## src/rtl/dmic_pkg.sv

```systemverilog
package dmic_pkg;

    // Number of address bits that select a register inside the block.
    localparam int OFS_W = 3;

    // The two request paths, used as indices into the mask arrays.
    localparam int N_PATH   = 2;
    localparam int PATH_IRQ = 0;
    localparam int PATH_FIQ = 1;

    // Register offsets (word addresses).
    typedef enum logic [OFS_W-1:0] {
        REG_RAW      = 3'd0,
        REG_IRQ_PEND = 3'd1,
        REG_FIQ_PEND = 3'd2,
        REG_IRQ_EN   = 3'd3,
        REG_IRQ_SET  = 3'd4,
        REG_IRQ_CLR  = 3'd5,
        REG_FIQ_SET  = 3'd6,
        REG_FIQ_CLR  = 3'd7
    } reg_ofs_e;

endpackage

```

## src/rtl/dmic_decode.sv

```systemverilog
// Turns one bus access into per-path set and clear strobes and a read select.
module dmic_decode
    import dmic_pkg::*;
#(
    parameter int ADDR_W = 4
) (
    input  logic                bus_sel_i,
    input  logic                bus_wr_i,
    input  logic [ADDR_W-1:0]   bus_addr_i,
    output logic [N_PATH-1:0]   set_stb_o,
    output logic [N_PATH-1:0]   clr_stb_o,
    output logic                rd_stb_o,
    output logic                rd_hit_o,
    output reg_ofs_e            rd_ofs_o
);

    localparam int HI_W = ADDR_W - OFS_W;

    logic     in_range;
    reg_ofs_e ofs;
    logic     wr_stb;

    always_comb begin
        in_range  = (bus_addr_i[ADDR_W-1:OFS_W] == {HI_W{1'b0}});
        ofs       = reg_ofs_e'(bus_addr_i[OFS_W-1:0]);
        wr_stb    = bus_sel_i && bus_wr_i && in_range;
        rd_stb_o  = bus_sel_i && !bus_wr_i;
        rd_ofs_o  = ofs;
        rd_hit_o  = in_range;
        set_stb_o = '0;
        clr_stb_o = '0;
        if (wr_stb) begin
            unique case (ofs)
                REG_IRQ_SET: set_stb_o[PATH_IRQ] = 1'b1;
                REG_IRQ_CLR: clr_stb_o[PATH_IRQ] = 1'b1;
                REG_FIQ_SET: set_stb_o[PATH_FIQ] = 1'b1;
                REG_FIQ_CLR: clr_stb_o[PATH_FIQ] = 1'b1;
                default: ;
            endcase
        end
    end

endmodule

```

## src/rtl/dmic_mask.sv

```systemverilog
// One enable mask, changed only by set and clear strobes, restricted to valid bits.
module dmic_mask #(
    parameter int              NSRC       = 32,
    parameter logic [NSRC-1:0] VALID_MASK = 32'h003f_ffff
) (
    input  logic            clk_i,
    input  logic            rst_ni,
    input  logic            set_stb_i,
    input  logic            clr_stb_i,
    input  logic [NSRC-1:0] wdata_i,
    output logic [NSRC-1:0] en_o
);

    typedef struct packed {
        logic [NSRC-1:0] en;
    } mask_st_t;

    mask_st_t st_d, st_q;

    always_comb begin
        st_d = st_q;
        if (set_stb_i) begin
            st_d.en = st_d.en | wdata_i;
        end
        if (clr_stb_i) begin
            st_d.en = st_d.en & ~wdata_i;
        end
        st_d.en = st_d.en & VALID_MASK;
    end

    always_ff @(posedge clk_i or negedge rst_ni) begin
        if (!rst_ni) begin
            st_q <= '0;
        end else begin
            st_q <= st_d;
        end
    end

    assign en_o = st_q.en;

endmodule

```

## src/rtl/dmic_outgen.sv

```systemverilog
// Masks the sources per path and registers the two request lines.
module dmic_outgen #(
    parameter int NSRC = 32
) (
    input  logic            clk_i,
    input  logic            rst_ni,
    input  logic [NSRC-1:0] src_i,
    input  logic [NSRC-1:0] irq_en_i,
    input  logic [NSRC-1:0] fiq_en_i,
    output logic [NSRC-1:0] irq_pend_o,
    output logic [NSRC-1:0] fiq_pend_o,
    output logic            irq_o,
    output logic            fiq_o
);

    typedef struct packed {
        logic irq;
        logic fiq;
    } out_st_t;

    out_st_t st_d, st_q;

    always_comb begin
        irq_pend_o = src_i & irq_en_i;
        fiq_pend_o = src_i & fiq_en_i;
        st_d.irq   = |irq_pend_o;
        st_d.fiq   = |fiq_pend_o;
    end

    always_ff @(posedge clk_i or negedge rst_ni) begin
        if (!rst_ni) begin
            st_q <= '0;
        end else begin
            st_q <= st_d;
        end
    end

    assign irq_o = st_q.irq;
    assign fiq_o = st_q.fiq;

endmodule

```

## src/rtl/dmic_readmux.sv

```systemverilog
// Selects read data and holds it in a register until the next read.
module dmic_readmux
    import dmic_pkg::*;
#(
    parameter int NSRC = 32
) (
    input  logic            clk_i,
    input  logic            rst_ni,
    input  logic            rd_stb_i,
    input  logic            rd_hit_i,
    input  reg_ofs_e        rd_ofs_i,
    input  logic [NSRC-1:0] raw_i,
    input  logic [NSRC-1:0] irq_pend_i,
    input  logic [NSRC-1:0] fiq_pend_i,
    input  logic [NSRC-1:0] irq_en_i,
    output logic [NSRC-1:0] rdata_o
);

    typedef struct packed {
        logic [NSRC-1:0] rdata;
    } rd_st_t;

    rd_st_t          st_d, st_q;
    logic [NSRC-1:0] sel_val;

    always_comb begin
        unique case (rd_ofs_i)
            REG_RAW:      sel_val = raw_i;
            REG_IRQ_PEND: sel_val = irq_pend_i;
            REG_FIQ_PEND: sel_val = fiq_pend_i;
            REG_IRQ_EN:   sel_val = irq_en_i;
            default:      sel_val = '0;
        endcase
        st_d = st_q;
        if (rd_stb_i) begin
            st_d.rdata = rd_hit_i ? sel_val : '0;
        end
    end

    always_ff @(posedge clk_i or negedge rst_ni) begin
        if (!rst_ni) begin
            st_q <= '0;
        end else begin
            st_q <= st_d;
        end
    end

    assign rdata_o = st_q.rdata;

endmodule

```

## src/rtl/dmic_top.sv

```systemverilog
module dmic_top
    import dmic_pkg::*;
#(
    parameter int              NSRC       = 32,
    parameter int              ADDR_W     = 4,
    parameter logic [NSRC-1:0] VALID_MASK = 32'h003f_ffff
) (
    input  logic              clk_i,
    input  logic              rst_ni,
    input  logic [NSRC-1:0]   src_i,
    input  logic              bus_sel_i,
    input  logic              bus_wr_i,
    input  logic [ADDR_W-1:0] bus_addr_i,
    input  logic [NSRC-1:0]   bus_wdata_i,
    output logic [NSRC-1:0]   bus_rdata_o,
    output logic              irq_o,
    output logic              fiq_o
);

    logic [N_PATH-1:0] set_stb;
    logic [N_PATH-1:0] clr_stb;
    logic              rd_stb;
    logic              rd_hit;
    reg_ofs_e          rd_ofs;
    logic [NSRC-1:0]   en_w [N_PATH];
    logic [NSRC-1:0]   irq_en_w;
    logic [NSRC-1:0]   fiq_en_w;
    logic [NSRC-1:0]   irq_pend;
    logic [NSRC-1:0]   fiq_pend;

    dmic_decode #(.ADDR_W(ADDR_W)) u_decode (
        .bus_sel_i  (bus_sel_i),
        .bus_wr_i   (bus_wr_i),
        .bus_addr_i (bus_addr_i),
        .set_stb_o  (set_stb),
        .clr_stb_o  (clr_stb),
        .rd_stb_o   (rd_stb),
        .rd_hit_o   (rd_hit),
        .rd_ofs_o   (rd_ofs)
    );

    for (genvar p = 0; p < N_PATH; p++) begin : g_path
        dmic_mask #(.NSRC(NSRC), .VALID_MASK(VALID_MASK)) u_mask (
            .clk_i     (clk_i),
            .rst_ni    (rst_ni),
            .set_stb_i (set_stb[p]),
            .clr_stb_i (clr_stb[p]),
            .wdata_i   (bus_wdata_i),
            .en_o      (en_w[p])
        );
    end

    assign irq_en_w = en_w[PATH_IRQ];
    assign fiq_en_w = en_w[PATH_FIQ];

    dmic_outgen #(.NSRC(NSRC)) u_outgen (
        .clk_i      (clk_i),
        .rst_ni     (rst_ni),
        .src_i      (src_i),
        .irq_en_i   (irq_en_w),
        .fiq_en_i   (fiq_en_w),
        .irq_pend_o (irq_pend),
        .fiq_pend_o (fiq_pend),
        .irq_o      (irq_o),
        .fiq_o      (fiq_o)
    );

    dmic_readmux #(.NSRC(NSRC)) u_readmux (
        .clk_i      (clk_i),
        .rst_ni     (rst_ni),
        .rd_stb_i   (rd_stb),
        .rd_hit_i   (rd_hit),
        .rd_ofs_i   (rd_ofs),
        .raw_i      (src_i),
        .irq_pend_i (irq_pend),
        .fiq_pend_i (fiq_pend),
        .irq_en_i   (irq_en_w),
        .rdata_o    (bus_rdata_o)
    );

endmodule

```

## config.mk

```make
export PLATFORM = sky130hd
export DESIGN_NAME = dmic_top
export DESIGN_NICKNAME = d
export VERILOG_FILES = /design/src/rtl/dmic_pkg.sv /design/src/rtl/dmic_decode.sv /design/src/rtl/dmic_mask.sv /design/src/rtl/dmic_outgen.sv /design/src/rtl/dmic_readmux.sv /design/src/rtl/dmic_top.sv
export SDC_FILE = /design/constraint.sdc
export NUM_CORES = 1
export LEC_CHECK = 0
export CAP_MARGIN = 40
export CORE_UTILIZATION = 40
export CTS_CLUSTER_DIAMETER = 30
export CTS_CLUSTER_SIZE = 14
export DETAILED_ROUTE_END_ITERATION = 16
export PLACE_DENSITY = 0.77
export SLEW_MARGIN = 20
export SYNTH_ARGS = -nofsm -noshare
export SYNTH_HDL_FRONTEND = slang
export SYNTH_SLANG_ARGS = --single-unit
```

## constraint.sdc

```tcl
create_clock -name clk_i -period 1.1 [get_ports clk_i]
set_input_delay 0.11 -clock clk_i [delete_from_list [all_inputs] [get_ports clk_i]]
set_output_delay 0.11 -clock clk_i [all_outputs]
set_load 0.005 [all_outputs]
```

==> out/results.md <==
| Parameter | This run | Unit |
| --- | --- | --- |
| Status | finished, violations left | - |
| Violated checks | setup timing | - |
| Placed cell count | 592 | - |
| Post-synthesis area per instance | 10.1 | sq um |
| Power density normalized to cell area | 1460 | nW/um^2 |
| Portion of netlist area occupied by mux cells | 0 | % |
| Synth-to-layout area growth | 59.1 | % |
| GR Overflow Total | 0 | - |
| Overall via count from detail_route | 3,713 | - |
| Die boundary width | 95.6 | um |
| Number of pins exceeding their max-slew limit in the final report | 0 | - |
| Number of global-route vias before repair | 3,761 | - |
| Number of DRC violations after detailed routing | 0 | - |
| Worst setup margin | -284 | ps |
| Sort of element at the end of the critical path | flop | - |
| Area of the placeable core | 8340 | sq um |
| Number of buffers on the longest clock path | 2 | - |
| Skew-Pair Late Insertion Delay | 360 | ps |
| Sinks on the clock net | 78 | - |
| Complex-gate fraction of the synthesized area | 28.2 | % |
| Iter 0 DRT Violations | 343 | - |
| # rows | 33 | - |
| Boundary pin count | 106 | - |
| Longest individual stage delay on the worst path | 380 | ps |
| Area enclosed by the die boundary | 9130 | sq um |
| Combinational cell fraction of total power | 24.4 | % |
| Buffers on Ports | 95 | - |
| Cell at the root of the clock tree | sky130_fd_sc_hd__clkbuf_8 | - |
| Tightest slew margin relative to the limit | 73.4 | % |
| TritonCTS clock tree | built | - |
| Reg power frac | 43.6 | % |
| Clock buffers created by TritonCTS | 9 | - |
| Master of the slowest instance on the critical path | sky130_fd_sc_hd__dfrtp_1 | - |
| Post-detailed-routing wire length | 12,800 | um |
| Cell Area, Placed | 5090 | sq um |
| Fraction of post-synthesis cell area in the top cell type by area | 55.8 | % |
| Via density per instance | 5.92 | - |
| Post-Syn Instances | 345 | - |
| Data required time of the worst path | 1320 | ps |
| Antenna Cells | 0 | - |
| Clock-pin slew on the worst setup and hold paths | 90 | ps |
| Worst EP arrival | 1600 | ps |
| Number of flops mapped to enable cells by yosys | 0 | - |
| Final estimated routing congestion in global placement | 0.915 | - |
| Switching share of power | 28.2 | % |
| Skew final | 12.9 | ps |
| Final layout net count | 589 | - |
| XOR/XNOR share of the synthesized area | 0 | % |
| Critical path startpoint category | flop | - |
| Global-route wire length before repair | 19,000 | um |
| Net load switching power | 2.29 | mW |
| Number of detailed-route iterations in the first pass | 5 | - |
| Cell area after technology mapping | 3500 | sq um |
| Vertical die dimension | 95.6 | um |
| Global routing usage summed across all routing layers | 28.2 | % |
| Adder and majority cell fraction of the synthesized area | 0 | % |
| Final antenna-violating net count | 0 | - |
| Share of synthesized area occupied by flip-flops and latches | 55.8 | % |
| Leading cell types by total area after synthesis | sky130_fd_sc_hd__dfrtp_1 (56%), sky130_fd_sc_hd__a21oi_1 (16%), sky130_fd_sc_hd__o31ai_1 (4.7%) | - |
| Number of max-capacitance violations reported | 0 | - |
| Dominant combinational cell family by area after synthesis | compound AO/OA/AOI/OAI gates | - |
| Number of different library cells in the post-synthesis netlist | 21 | - |
| Post-route standard cell area excluding fillers | 5570 | sq um |
| Synth area leader | sky130_fd_sc_hd__dfrtp_1 | - |
| Net Count, Synth | 417 | - |
| Crit Path Max Fanout | 2 | - |
| # setup viols final | 2 | - |
| CTS H-tree lvls | 3 | - |
| Synth warnings | 0 | - |
| Most instantiated cells after synthesis | sky130_fd_sc_hd__a21oi_1 (110), sky130_fd_sc_hd__dfrtp_1 (78), sky130_fd_sc_hd__nand2_1 (23), sky130_fd_sc_hd__nand2b_1 (23) | - |
| HPWL reported at the end of detailed placement | 8230 | um |
| Worst slew pin tran | 399 | ps |
| Maximum number of pins on one net before global-route repair | 37 | - |
| Highest Clock Rate | 723 | MHz |
| Antenna violations before repair | 0 | - |
| Post-synthesis async set-or-reset flop share | 100 | % |
| Worst R2R Path Depth | 4 | - |
| Count of endpoints failing hold in the final timing report | 0 | - |
| Most frequent cell after synthesis | sky130_fd_sc_hd__a21oi_1 | - |
| Synthesized-area fraction occupied by and/or/nand/nor cells | 13.1 | % |
| Internal power component | 5.85 | mW |
| Register bit count reported by yosys | 78 | - |
| Peak ir drop on the vdd network | 0.784 | mV |
| Leak | 2.53 | nW |
| Cell-by-cell trace of the critical path | a22o_1 -> a221oi_1 -> and4_1 -> nand4_1 | - |
| Startpoint-to-endpoint class of the critical path | reg2reg | - |
| Starting utilization of the core area | 42.0 | % |
| Share of cells above drive strength 1 | 28.4 | % |
| RSZ-0062 raised after global routing | true | - |
| Worst hold path type | in2async | - |
| Commonest register cell after synthesis | sky130_fd_sc_hd__dfrtp_1 | - |
| Avg WL per Cell | 20.4 | um |
| Final instance count without filler cells | 627 | - |
| Part of the total power dissipated in the clock network | 32.0 | % |
| Final min period | 1380 | ps |
| Post-route fraction of the period consumed by the critical path | 126 | % |
==> worst max-delay path, delay by kind of cell (launching register included) <==
family,cells,cell delay [ps]
flip-flops,1,380
AO/OA/AOI/OAI,2,510
AND/OR/NAND/NOR,2,360
==> timing repair <==
item | in CTS | in global routing
hold endpoints to repair | 78 | 0
pin swaps | 5 | 10
setup endpoints to repair | 112 | 63
cloned | 2 | 4
buffers inserted | 6 | 6
gates resized for setup | 90 | 49
hold buffers | 1 | 0
==> metal layers <==
layer	wire (um)	GRT usage, %	vias to the layer above
met4	542	13.7	0
met1	4910	35.0	1802
li1	-	-	1615
met3	1220	5.98	49
met5	0	0	-
met2	6100	46.7	247
==> power by group through the flow <==
stage / combinational, mW / sequential (mW) / clock [mW]
finish: 1.99 / 3.55 / 2.60
global route: 2.16 / 3.58 / 2.73
CTS: 1.90 / 3.53 / 2.60
detailed placement: 1.84 / 3.57 / 0
global placement: 1.78 / 3.55 / 0
floorplan: 0.728 / 3.51 / 0
==> kinds of logic after synthesis <==
| group | after synthesis |
|---|---|
| AND/OR/NAND/NOR | 80 |
| flip-flops | 78 |
| buffers and inverters | 23 |
| AO/OA/AOI/OAI | 164 |
==> cell usage in the layout, fill, tap and decap left out, types with 3 or more instances in the layout <==
cell | netlist | layout
sky130_fd_sc_hd__a21oi_1 | 110 | 94
sky130_fd_sc_hd__dfrtp_1 | 78 | 78
sky130_fd_sc_hd__buf_4 | 0 | 68
sky130_fd_sc_hd__clkdlybuf4s50_1 | 0 | 54
sky130_fd_sc_hd__clkdlybuf4s15_1 | 0 | 24
sky130_fd_sc_hd__nand2_1 | 23 | 23
sky130_fd_sc_hd__nand2b_1 | 23 | 22
sky130_fd_sc_hd__nor2b_1 | 22 | 22
sky130_fd_sc_hd__o31ai_1 | 22 | 22
sky130_fd_sc_hd__a22o_1 | 18 | 18
sky130_fd_sc_hd__a21oi_2 | 0 | 16
sky130_fd_sc_hd__clkbuf_2 | 1 | 15
sky130_fd_sc_hd__buf_6 | 0 | 12
sky130_fd_sc_hd__clkbuf_8 | 0 | 9
sky130_fd_sc_hd__a221oi_2 | 0 | 7
sky130_fd_sc_hd__a22oi_1 | 6 | 6
sky130_fd_sc_hd__buf_12 | 0 | 5
sky130_fd_sc_hd__bufinv_16 | 0 | 3
sky130_fd_sc_hd__buf_2 | 11 | 3
==> worst paths after layout <==
check                                        end                  start  slack, ps
max in group asynchronous              async pin                 rst_ni        460
max                               u_outgen.irq_o                   flop       -280
max reg2reg                       u_outgen.irq_o                   flop       -280
min in group clk_i          u_readmux.rdata_o[0]          bus_addr_i[3]        290
min                               u_outgen.fiq_o                 rst_ni        160
min reg2reg                u_readmux.rdata_o[17]  u_readmux.rdata_o[17]        490
==> layout make-up <==
type	count	area, sq um
clock inverter	6	110
timing repair buffer	184	1650
multi-input combinational	244	1600
fill	614	2770
sequential	78	1950
clock buffer	10	128
tap	105	131
==> per-stage QoR <==
step / hold slack (ps) / worst slack (ps) / total power, mW / util, % / setup TNS (ps)
6_report: 162 / -284 / 8.14 / 66.8 / -467
5_1_grt: 182 / -345 / 8.47 / 66.8 / -701
4_1_cts: 157 / -180 / 8.03 / 65.7 / -342
3_5_place_dp: -10.0 / -628 / 5.41 / 61.0 / -44420
3_3_place_gp: -15.4 / -560 / 5.33 / 61.0 / -41160
2_1_floorplan: -186 / -171 / 4.24 / - / -5390
Power figures use the tool's default switching activity.
